--- src/rtl/hexp_pkg.sv ---
// Package: shared widths, gain constant and stage schedule for the
// hyperbolic exponential pipeline.
// Assumes an internal fraction of 20 bits: the angle table is held at 2^20.
package hexp_pkg;
    localparam int XW       = 24;             // internal x / z width
    localparam int GUARD    = 4;              // guard bits below the 2^16 grid
    localparam int FRAC_IN  = 16;             // scaling of gamma and output
    localparam int FRAC_INT = FRAC_IN + GUARD;
    localparam int GW       = XW - GUARD;     // width of gamma input
    localparam int QW       = 5;              // width of Q
    localparam int OW       = 32;             // width of result
    localparam int NSTAGE   = 15;             // rotation stages
    localparam int LATENCY  = NSTAGE + 1;     // stages plus scaling register

    // 1/K for the 15-stage repeat schedule, at 2^20 scaling
    localparam logic signed [XW-1:0] INV_GAIN = 24'sd1266152;

    // Shift index of stage k: indices 4, 13, 40, ... are visited twice
    function automatic int stage_index(int k);
        int  idx   = 1;
        int  rep   = 4;
        bit  again = 1'b0;
        for (int s = 0; s < k; s++) begin
            if (idx == rep && !again) begin
                again = 1'b1;
            end else begin
                if (idx == rep) rep = 3 * rep + 1;
                again = 1'b0;
                idx++;
            end
        end
        return idx;
    endfunction

    // atanh(2^-i) at 2^20 scaling; beyond i = 7 the value equals 2^-i
    function automatic logic signed [XW-1:0] atanh_const(int i);
        case (i)
            1: return 24'sd575989;
            2: return 24'sd267820;
            3: return 24'sd131761;
            4: return 24'sd65622;
            5: return 24'sd32779;
            6: return 24'sd16385;
            7: return 24'sd8192;
            default: return 24'sd1 <<< (FRAC_INT - i);
        endcase
    endfunction
endpackage

--- src/rtl/hyp_rot_stage.sv ---
// One registered hyperbolic rotation step on the merged x chain and the
// angle chain. Assumes x stays positive and |z| lies within the reach
// of the remaining stages; Q and valid ride along unchanged.
module hyp_rot_stage
    import hexp_pkg::*;
#(
    parameter int                     IDX = 1,
    parameter logic signed [XW-1:0]   ANG = '0
) (
    input  logic                 clk,
    input  logic                 rst_n,
    input  logic                 v_i,
    input  logic signed [QW-1:0] q_i,
    input  logic signed [XW-1:0] x_i,
    input  logic signed [XW-1:0] z_i,
    output logic                 v_o,
    output logic signed [QW-1:0] q_o,
    output logic signed [XW-1:0] x_o,
    output logic signed [XW-1:0] z_o
);
    logic                 up;
    logic signed [XW-1:0] x_sh;
    logic signed [XW-1:0] x_nxt;
    logic signed [XW-1:0] z_nxt;

    // Rotation direction and next coordinate values
    always_comb begin
        up    = (z_i >= 0);
        x_sh  = x_i >>> IDX;
        x_nxt = up ? (x_i + x_sh) : (x_i - x_sh);
        z_nxt = up ? (z_i - ANG)  : (z_i + ANG);
    end

    // Valid flag register, cleared by reset
    always_ff @(posedge clk) begin
        if (!rst_n) v_o <= 1'b0;
        else        v_o <= v_i;
    end

    // Data registers, loaded only for valid items
    always_ff @(posedge clk) begin
        if (v_i) begin
            x_o <= x_nxt;
            z_o <= z_nxt;
            q_o <= q_i;
        end
    end

    assert_valid_step_R1: assert property (@(posedge clk) disable iff (!rst_n)
        v_i |=> v_o);
    assert_idle_step_R8: assert property (@(posedge clk) disable iff (!rst_n)
        !v_i |=> !v_o);
    assert_q_carry_R8: assert property (@(posedge clk) disable iff (!rst_n)
        v_i |=> (q_o == $past(q_i)));
    assert_grow_dir_R3: assert property (@(posedge clk) disable iff (!rst_n)
        (v_i && z_i >= 0) |=> (x_o >= $past(x_i)));
    assert_shrink_dir_R3: assert property (@(posedge clk) disable iff (!rst_n)
        (v_i && z_i < 0) |=> (x_o <= $past(x_i)));
endmodule

--- src/rtl/exp_pow2_scale.sv ---
// Registered power-of-two scaling: multiplies e^gamma (2^20 grid) by 2^Q
// and returns e^theta on the 2^16 grid. Assumes a positive x and Q small
// enough that the result fits the output width; output is 0 when idle.
module exp_pow2_scale
    import hexp_pkg::*;
(
    input  logic                 clk,
    input  logic                 rst_n,
    input  logic                 v_i,
    input  logic signed [QW-1:0] q_i,
    input  logic signed [XW-1:0] x_i,
    output logic                 v_o,
    output logic [OW-1:0]        y_o
);
    localparam int WW = OW + XW;

    int                   net_sh;
    logic signed [WW-1:0] wide;
    logic signed [WW-1:0] wide_sh;
    logic [OW-1:0]        y_nxt;

    // Net shift: exponent Q minus the guard bits dropped on output
    always_comb begin
        net_sh = int'(q_i) - GUARD;
        wide   = {{(WW-XW){x_i[XW-1]}}, x_i};
        if (net_sh >= 0) wide_sh = wide <<< net_sh;
        else             wide_sh = wide >>> (-net_sh);
        y_nxt  = wide_sh[OW-1:0];
    end

    // Output register, forced to zero for idle cycles
    always_ff @(posedge clk) begin
        if (!rst_n) begin
            v_o <= 1'b0;
            y_o <= '0;
        end else begin
            v_o <= v_i;
            y_o <= v_i ? y_nxt : '0;
        end
    end

    assert_zero_idle_R8: assert property (@(posedge clk) disable iff (!rst_n)
        !v_i |=> (y_o == '0));
    assert_result_sign_R7: assert property (@(posedge clk) disable iff (!rst_n)
        v_o |-> !y_o[OW-1]);
endmodule

--- src/rtl/hyp_exp_pipe.sv ---
// Top of the exponential evaluator: seeds x with 1/K and z with gamma,
// runs the 15-stage hyperbolic schedule, then scales by 2^Q.
// Assumes upstream range reduction delivers |gamma| below about 1.1.
module hyp_exp_pipe
    import hexp_pkg::*;
(
    input  logic                 clk,
    input  logic                 rst_n,
    input  logic                 in_valid,
    input  logic signed [QW-1:0] in_q,
    input  logic signed [GW-1:0] in_gamma,
    output logic                 out_valid,
    output logic [OW-1:0]        out_exp
);
    logic                 v_s [NSTAGE+1];
    logic signed [QW-1:0] q_s [NSTAGE+1];
    logic signed [XW-1:0] x_s [NSTAGE+1];
    logic signed [XW-1:0] z_s [NSTAGE+1];

    // Seed values for the first stage
    always_comb begin
        v_s[0] = in_valid;
        q_s[0] = in_q;
        x_s[0] = INV_GAIN;
        z_s[0] = {in_gamma, {GUARD{1'b0}}};
    end

    for (genvar k = 0; k < NSTAGE; k++) begin : g_stage
        localparam int IDX = stage_index(k);
        hyp_rot_stage #(
            .IDX (IDX),
            .ANG (atanh_const(IDX))
        ) u_rot (
            .clk   (clk),
            .rst_n (rst_n),
            .v_i   (v_s[k]),
            .q_i   (q_s[k]),
            .x_i   (x_s[k]),
            .z_i   (z_s[k]),
            .v_o   (v_s[k+1]),
            .q_o   (q_s[k+1]),
            .x_o   (x_s[k+1]),
            .z_o   (z_s[k+1])
        );
    end

    exp_pow2_scale u_scale (
        .clk   (clk),
        .rst_n (rst_n),
        .v_i   (v_s[NSTAGE]),
        .q_i   (q_s[NSTAGE]),
        .x_i   (x_s[NSTAGE]),
        .v_o   (out_valid),
        .y_o   (out_exp)
    );

    assert_reset_clears_R9: assert property (@(posedge clk)
        !rst_n |=> (!out_valid && out_exp == '0));
    assert_positive_x_R4: assert property (@(posedge clk) disable iff (!rst_n)
        v_s[NSTAGE] |-> (x_s[NSTAGE] > 0));
endmodule

--- config.mk ---
export PLATFORM = sky130hd
export DESIGN_NAME = hyp_exp_pipe
export DESIGN_NICKNAME = d
export VERILOG_FILES = /design/src/rtl/hexp_pkg.sv /design/src/rtl/hyp_rot_stage.sv /design/src/rtl/exp_pow2_scale.sv /design/src/rtl/hyp_exp_pipe.sv
export SDC_FILE = /design/constraint.sdc
export NUM_CORES = 2
export LEC_CHECK = 0
export BUFFER_PORTS_ARGS = -buffer_cell sky130_fd_sc_hd__buf_2
export CORE_ASPECT_RATIO = 0.7
export CORE_MARGIN = 5
export CORE_UTILIZATION = 59
export CTS_CLUSTER_SIZE = 8
export DETAILED_ROUTE_END_ITERATION = 12
export GPL_TIMING_DRIVEN = 0
export HOLD_SLACK_MARGIN = 0.05
export PLACE_DENSITY_LB_ADDON = 0.2
export SLEW_MARGIN = 5
export SYNTH_ARGS = -nofsm -noshare
export SYNTH_HDL_FRONTEND = slang
export SYNTH_SLANG_ARGS = --single-unit
--- constraint.sdc ---
create_clock -name clk -period 4.55 [get_ports clk]
set_input_delay 0.6825 -clock clk [delete_from_list [all_inputs] [get_ports clk]]
set_output_delay 0.6825 -clock clk [all_outputs]
set_load 0.005 [all_outputs]
# After elaboration in Yosys (flattened, before gate mapping)
# Cells that the tools add are included.
totals:
  word_cells: 168
  output_inout_bits: 33
  n_memories: 0
  rom_bits: 0
  latch_bits: 0
  register_bits: 816
  ram_bits: 0
classes:
  order_cmp: 16
  n_addsub: 58
  eq_ne: 0
  div: 0
  n_mux: 30
  mul: 0
  reduce_logical: 1
  shift: 2
  bitwise: 0
op_table:
  columns: ["cell", "count"]
  rows:
  - ["2-to-1 mux 24 bit", 28]
  - ["greater-or-equal comparator 24 x 1 -> 1 bit (second input constant)", 15]
  - ["adder 24 x 11 -> 24 bit", 2]
  - ["adder 24 x 18 -> 24 bit (second input constant)", 2]
  - ["adder 24 x 20 -> 24 bit", 2]
  - ["subtractor 24 x 11 -> 24 bit", 2]
  - ["subtractor 24 x 18 -> 24 bit (second input constant)", 2]
  - ["subtractor 24 x 20 -> 24 bit", 2]
  - ["greater-or-equal comparator 32 x 1 -> 1 bit (second input constant)", 1]
  - ["2-to-1 mux 32 bit", 1]
  - ["negator 32 bit", 1]
  - ["<<< shifter 24 x 32 -> 32 bit", 1]
  - [">>> shifter 24 x 32 -> 32 bit", 1]
  - ["adder 24 x 10 -> 24 bit (second input constant)", 1]
  - ["adder 24 x 11 -> 24 bit (second input constant)", 1]
  - ["adder 24 x 12 -> 24 bit", 1]
  - ["adder 24 x 12 -> 24 bit (second input constant)", 1]
  - ["adder 24 x 13 -> 24 bit", 1]
  - ["adder 24 x 13 -> 24 bit (second input constant)", 1]
  - ["adder 24 x 14 -> 24 bit", 1]
  - ["adder 24 x 14 -> 24 bit (second input constant)", 1]
  - ["adder 24 x 15 -> 24 bit", 1]
  - ["adder 24 x 15 -> 24 bit (second input constant)", 1]
  - ["adder 24 x 16 -> 24 bit", 1]
  - ["36 further kinds", 36]

# Logic depth before layout (Yosys ltp)
depth:
  ltp_word: 4
  depth_mapped: 21
  mapped_depth_nobuf: 20

# Cells and area by module
# A second synthesis with hierarchy kept.
hier_totals:
  cells_unflattened: 6774
  hier_area_um2: 66732.8
modules_own_cells:
  columns: ["module", "seq_area_each_um2", "n_inst", "area_per_inst_um2", "cells_each"]
  rows:
  - ["hyp_rot_stage (g_stage[3].u_rot ...)", 1611.5, 2, 4590.7, 477]
  - ["hyp_rot_stage (g_stage[0].u_rot ...)", 1611.5, 2, 4576.9, 477]
  - ["exp_pow2_scale", 660.6, 1, 4519.3, 579]
  - ["hyp_rot_stage (g_stage[6].u_rot)", 1611.5, 1, 4425.5, 451]
  - ["hyp_rot_stage (g_stage[5].u_rot)", 1611.5, 1, 4398.0, 461]
  - ["hyp_rot_stage (g_stage[1].u_rot)", 1611.5, 1, 4385.5, 451]
  - ["hyp_rot_stage (g_stage[14].u_rot)", 1611.5, 1, 4048.9, 409]
  - ["hyp_rot_stage (g_stage[12].u_rot)", 1611.5, 1, 4000.1, 393]
  - ["hyp_rot_stage (g_stage[11].u_rot)", 1611.5, 1, 3935.0, 368]
  - ["hyp_rot_stage (g_stage[13].u_rot)", 1611.5, 1, 3812.4, 362]
  - ["hyp_rot_stage (g_stage[8].u_rot)", 1611.5, 1, 3808.7, 360]
  - ["hyp_rot_stage (g_stage[10].u_rot)", 1611.5, 1, 3776.1, 359]
  - ["hyp_rot_stage (g_stage[9].u_rot)", 1611.5, 1, 3719.8, 345]
  - ["hyp_rot_stage (g_stage[7].u_rot)", 1611.5, 1, 3560.9, 326]
  - ["hyp_exp_pipe", 0.0, 1, 7.5, 2]

# Least setup slack after synthesis
# OpenSTA, ideal clock, no wires.
synth_timing:
  path_type: "register to register"
  start: "register g_stage[4].u_rot.z_o[5]"
  end: "register g_stage[5].u_rot.z_o[23] (data pin)"
  path_slack_ns: -0.351
  stages_incl_launch_ff: 18
  required_time_ns: 4.290
  t_arrival_ns: 4.641
  n_path_buf: 2
  cell_sequence: "edfxtp_1 -> or4_1 -> nor4_1 -> nand2b_1 -> clkbuf_1 -> inv_2 -> clkbuf_1 -> ha_1 -> fa_1 -> a21oi_1 -> o211ai_1 -> a221oi_2 -> o311ai_1 -> a31o_2 -> a21o_1 -> a21oi_1 -> a21oi_1 -> xor2_1"
synth_via:
  elab_chain_cells: 2
  word_cells_on_any_way: 4
  classes_between: "add/sub: 2; order compare: 1; mux: 1"
synth_rtl:
  columns: ["item", "line", "source"]
  rows:
  - ["start: declaration", "hyp_rot_stage.sv:19", "output logic signed [XW-1:0] z_o"]
  - ["start signal: assignment", "hyp_rot_stage.sv:44", "z_o <= z_nxt;"]
  - ["adder 24 x 17 -> 24 bit, or another cell as far along", "hyp_rot_stage.sv:31", "z_nxt = up ? (z_i - ANG) : (z_i + ANG);"]
  - ["2-to-1 mux 24 bit *", "hyp_rot_stage.sv:31", null]
  - ["net g_stage[5].u_rot.z_nxt[23]", "hyp_rot_stage.sv:24", "logic signed [XW-1:0] z_nxt;"]
  - ["end signal: assignment", "hyp_rot_stage.sv:44", null]
  - ["end: declaration", "hyp_rot_stage.sv:19", null]
# The timed path passes the listed nets; every way through them passes the cells marked *.
# A chain may end at the register's enable or synchronous reset.

# Final worst setup path
layout_timing:
  start: "register g_stage[4].u_rot.z_o[5]"
  end: "register g_stage[5].u_rot.z_o[19] (data pin)"
# Same word-level chain as after synthesis.

==> results <==
- Buffers inserted during clock tree synthesis total 103.
- In the post-synthesis netlist, the biggest area contributors are sky130_fd_sc_hd__edfxtp_1 (40%), sky130_fd_sc_hd__ha_1 (13%), sky130_fd_sc_hd__xnor2_1 (7.2%).
- In this run, distinct cell masters in the synthesized netlist total 91.
- The start point of the worst hold path is in_gamma[19].
- The worst hold slack is 0.147 ns.
- The post-synthesis share of cell area spent on full adders, half adders and majority gates is 0.138.
- The final non-filler cell total is 6780.
- The number of flops mapped to enable cells by yosys is 703.
- In this run the core area contains 92 standard-cell rows.
- Synthesis inferred 751 register bits.
- Walking the worst path, the cells encountered are or4_1 -> nor4_4 -> nand2b_4 -> clkbuf_16 -> inv_12 -> clkbuf_16 -> ha_4 -> fa_2 -> a21oi_4 -> o211ai_1 -> a221oi_2 -> o311ai_2 -> a31o_2 -> xor2_1.
- The maximum buffer depth of the clock tree is 3.
- Along the worst path, the maximum fanout reaches 6.
- In this run the static leakage power is 23.9 nW.
- The simple-gate portion of the synthesized area is 0.126.
- The category of the worst setup path capture point is a flip-flop.
- The gate count of the mapped netlist is 5160.
- The largest vdd supply drop is 0.287 mV.
- The period utilization is 1.02.
- The via count is 42097.
- For this run, the post-layout net count is 6114.
- The proportion of synthesized flip-flops having asynchronous set or reset is 0.
- The die covers 96700 um2.
- For this run, the leading register cell type out of synthesis is sky130_fd_sc_hd__edfxtp_1.
- At the end of routability-driven placement, the weighted congestion stood at 0.947.
- The power density of the placed cells is 283 nW/um2.
- In the final routed layout, each cell accounts on average for 20.1 um.
- The number of cells after detailed placement is 6450.
- The count of clock tree sinks is 751.
- By instance count, the cell type seen most on the critical path is sky130_fd_sc_hd__clkbuf_16.
- The clock tree from TritonCTS is done.
- The total global routing track utilization is 0.271.
- The horizontal die dimension is 370 um.
- The top cell type by total area after synthesis is sky130_fd_sc_hd__edfxtp_1.
- The number of nets handed over by synthesis was 5762.
- The total cell area at the placement stage is 55500 um2.
- After filler insertion, the fill cell instance count of the layout stands at 6620.
- The top-area cell type share of the netlist area is 0.395.
- The post-route setup TNS is -0.340 ns.
- For this block, the routed nets add up to 136000 um of wire.
- After synthesis the cells add up to 53400 um2.
- After detailed routing, the number of remaining DRC violations is 0.
- The run finished, with violations left.
- During I/O placement, the number of pins put on the boundary was 61.
- Leaving out fill and tap cells, the most frequent cell in the layout is sky130_fd_sc_hd__edfxtp_1.
- The sequential cell area is 22100 um2.
- The final worst-path setup slack is -0.101 ns.
- In the routed layout, each cell is associated on average with a via count of 6.21.
- The origin of the critical flop-to-flop path is g_stage[4].u_rot.z_o[5].
- By area, the combinational part of the netlist is dominated by compound AO/OA/AOI/OAI gates.
- The smallest clock period supported by the final layout is computed as 4.65 ns.
- The count of H-tree levels built during CTS is 3.
- The worst setup path startpoint is g_stage[4].u_rot.z_o[5].
- At the later pin of the worst-skew pair, clock insertion delay measures 0.71 ns.
- The proportion of layout cells with a drive suffix above 1 is 0.142.
- The min-delay analysis places its worst path in the category input port to flip-flop.
- The number of iterations in the first detailed-routing pass is 6.
- For this run, the register share of the synthesized area comes to 0.413.
- The clock root buffer master is sky130_fd_sc_hd__clkbuf_16.
- The worst endpoint data arrival time is 5.04 ns.
- In the layout the commonest cells are sky130_fd_sc_hd__edfxtp_1 (703), sky130_fd_sc_hd__ha_1 (529), sky130_fd_sc_hd__xnor2_1 (435).
- After the first detailed-routing iteration, the DRC count stood at 4516.
- The worst setup path is launched from a flip-flop.
- For this configuration, the core starts out at a cell density of 0.594.
- The area of the multi-input gates is 32100 um2.
- The chip height is 262 um.
- In this run the standard cell core region covers 89900 um2.
- Entering global routing, the biggest net connects 39 pins.
- Power comes to 17.6 mW.
- The mean area per synthesized cell is 10.3 um2.
- The data required time of the worst path is 4.94 ns.
- For this run, the number of Yosys warnings is 0.
- The detail route stage leaves a number of antenna-violating nets equal to 0.
- The checks that failed: setup timing.
- The first-pass GRT wire length is 210000 um.
- The clock skew is 0.0378 ns.
- The delay contributed by the slowest stage of the critical path is 0.60 ns.
- After legalization and detailed placement, the total HPWL measured 98300 um.
- Clock-pin slew was measured on the worst setup and hold paths at 0.05 ns.
- Setup repair after global routing could not meet its margin everywhere.
- The max-capacitance violation count is 0.
- The final hold violation count is 0.
- Summed over all layers, the global routing overflow is 0.
- Once layout is complete, the utilization of the core stands at 0.691.
- The compound-gate portion of the synthesized area is 0.170.
- Setup violations remaining at the end of the flow were counted as 5.
- Timing analysis after detailed placement gives a worst setup slack of -1.91 ns.
- The number of antenna diodes in the final layout is 0.
- At the pin with the least slew margin, the transition time is 1.00 ns.
- The number of antenna violations at the first check in global routing came to 3.
- Measured against its own limit, the worst slew margin works out to 0.333.
- The largest individual stage delay along the critical path comes from the cell sky130_fd_sc_hd__or4_1.
- With fillers left out, the area of the finished cells amounts to 62100 um2.
- The total count of max-transition violations in the final report is 0.
- The category of the critical setup timing path is flip-flop to flip-flop.
- The synthesis-to-layout area growth is 16.3%.
- For this run, the top clock speed supported by timing is 215 MHz.
- After synthesis, the share of cell area in mux cells is 0.0278.
- The via count of the first global-routing pass is 38656.
- Of the total synthesized cell area, the portion taken by XOR and XNOR cells is 0.104.
- The number of buffer cells added on primary ports is 55.
==> worst paths after layout <==
kind | end | slack, ns | cells after the start
worst min-delay path | g_stage[0].u_rot.z_o[2] | 0.15 | 1
worst max-delay path | g_stage[5].u_rot.z_o[19] | -0.10 | 14
worst max register to register | g_stage[5].u_rot.z_o[19] | -0.10 | 14
worst min register to register | g_stage[8].u_rot.q_o[1] | 0.41 | 0
==> routing by layer <==
layer / GRT usage / share of wire / up-vias
li1: - / - / 20134
met1: 0.443 / 0.49 / 20140
met2: 0.347 / 0.38 / 1671
met3: 0.0859 / 0.12 / 150
met4: 0.0482 / 0.015 / 2
met5: 0 / 0.000081 / -
==> synthesized netlist by cell type (10+ instances only) <==
cell type                  number
sky130_fd_sc_hd__xnor2_1      441
sky130_fd_sc_hd__and2_1        32
sky130_fd_sc_hd__nand2_1      387
sky130_fd_sc_hd__or3_1         62
sky130_fd_sc_hd__o21ai_0      326
sky130_fd_sc_hd__nor4_1        69
sky130_fd_sc_hd__mux2i_1       39
sky130_fd_sc_hd__a311oi_1      14
sky130_fd_sc_hd__and3_1        38
sky130_fd_sc_hd__o31ai_1       61
sky130_fd_sc_hd__edfxtp_1     703
sky130_fd_sc_hd__mux4_2        41
sky130_fd_sc_hd__nor2_1       342
sky130_fd_sc_hd__nand2b_1      73
sky130_fd_sc_hd__a21oi_1      380
sky130_fd_sc_hd__a31o_2        14
sky130_fd_sc_hd__o31a_1        13
sky130_fd_sc_hd__xor2_1       189
sky130_fd_sc_hd__or4_1         26
sky130_fd_sc_hd__o22ai_1       11
sky130_fd_sc_hd__buf_2         11
sky130_fd_sc_hd__fa_1          24
sky130_fd_sc_hd__nand4_1       32
sky130_fd_sc_hd__o211ai_1      37
sky130_fd_sc_hd__ha_1         550
sky130_fd_sc_hd__o41ai_1       25
sky130_fd_sc_hd__nor3_1       123
sky130_fd_sc_hd__or2_2         15
sky130_fd_sc_hd__o21ai_1       10
sky130_fd_sc_hd__a21boi_0      15
sky130_fd_sc_hd__a211oi_1      60
sky130_fd_sc_hd__clkbuf_1      80
sky130_fd_sc_hd__mux2_2        15
sky130_fd_sc_hd__nor2b_1       56
sky130_fd_sc_hd__dfxtp_1       48
sky130_fd_sc_hd__a21o_1       159
sky130_fd_sc_hd__inv_1        194
sky130_fd_sc_hd__a31oi_1       47
sky130_fd_sc_hd__o21a_1        73
sky130_fd_sc_hd__nand3_1       94
sky130_fd_sc_hd__nor4b_1       12
sky130_fd_sc_hd__a211o_1       11
sky130_fd_sc_hd__o21bai_1      66
==> critical path: cells and delay by family (launching register included) <==
kind | cells | cell delay, ns
buffers and inverters | 3 | 0.38
and+or+nand+nor | 3 | 1.18
DFF | 1 | 0.40
xor gates and xnor gates | 1 | 0.60
AOI/OAI and AO/OA | 5 | 1.22
adders and majority gates | 2 | 0.54
==> layout make-up <==
| cell class | instances | share of cell area |
|---|---|---|
| plain buffers | 92 | 0.00941 |
| clock buffers | 144 | 0.0440 |
| clock inverters | 7 | 0.00300 |
| inverters | 201 | 0.0135 |
| multi-input cells | 4110 | 0.516 |
| flip-flops and latches | 751 | 0.356 |
| well taps | 1222 | 0.0246 |
| repair buffers | 251 | 0.0337 |
| repair inverters | 2 | 0.000222 |
==> where the power goes <==
part | leakage [nW] | internal, mW | switching [mW]
clock | 1.39 | 4.14 | 3.00
sequential | 6.78 | 7.81 | 0.135
combinational | 15.8 | 1.11 | 1.39
==> what timing repair did <==
action	4_1_cts	5_1_grt
gates resized for setup	281	219
hold buffers	0	0
setup buffers	100	79
gates cloned	5	2
endpoints found under the setup margin	309	134
pin swaps	97	136
==> logic make-up after synthesis <==
kind of cell | count (synthesis)
DFF | 751
buffers and inverters | 300
adders and majority gates | 574
and+or+nand+nor | 1390
muxes | 95
xor gates and xnor gates | 631
AOI/OAI and AO/OA | 1419
==> sequential cells by signal, summed over array words and instances, names as in the netlist <==
register	flops
u_scale.v_o	1
g_stage.u_rot.q_o	75
g_stage.u_rot.v_o	15
u_scale.y_o	32
g_stage.u_rot.z_o	299
g_stage.u_rot.x_o	329
(Power assumes the default switching activity.)
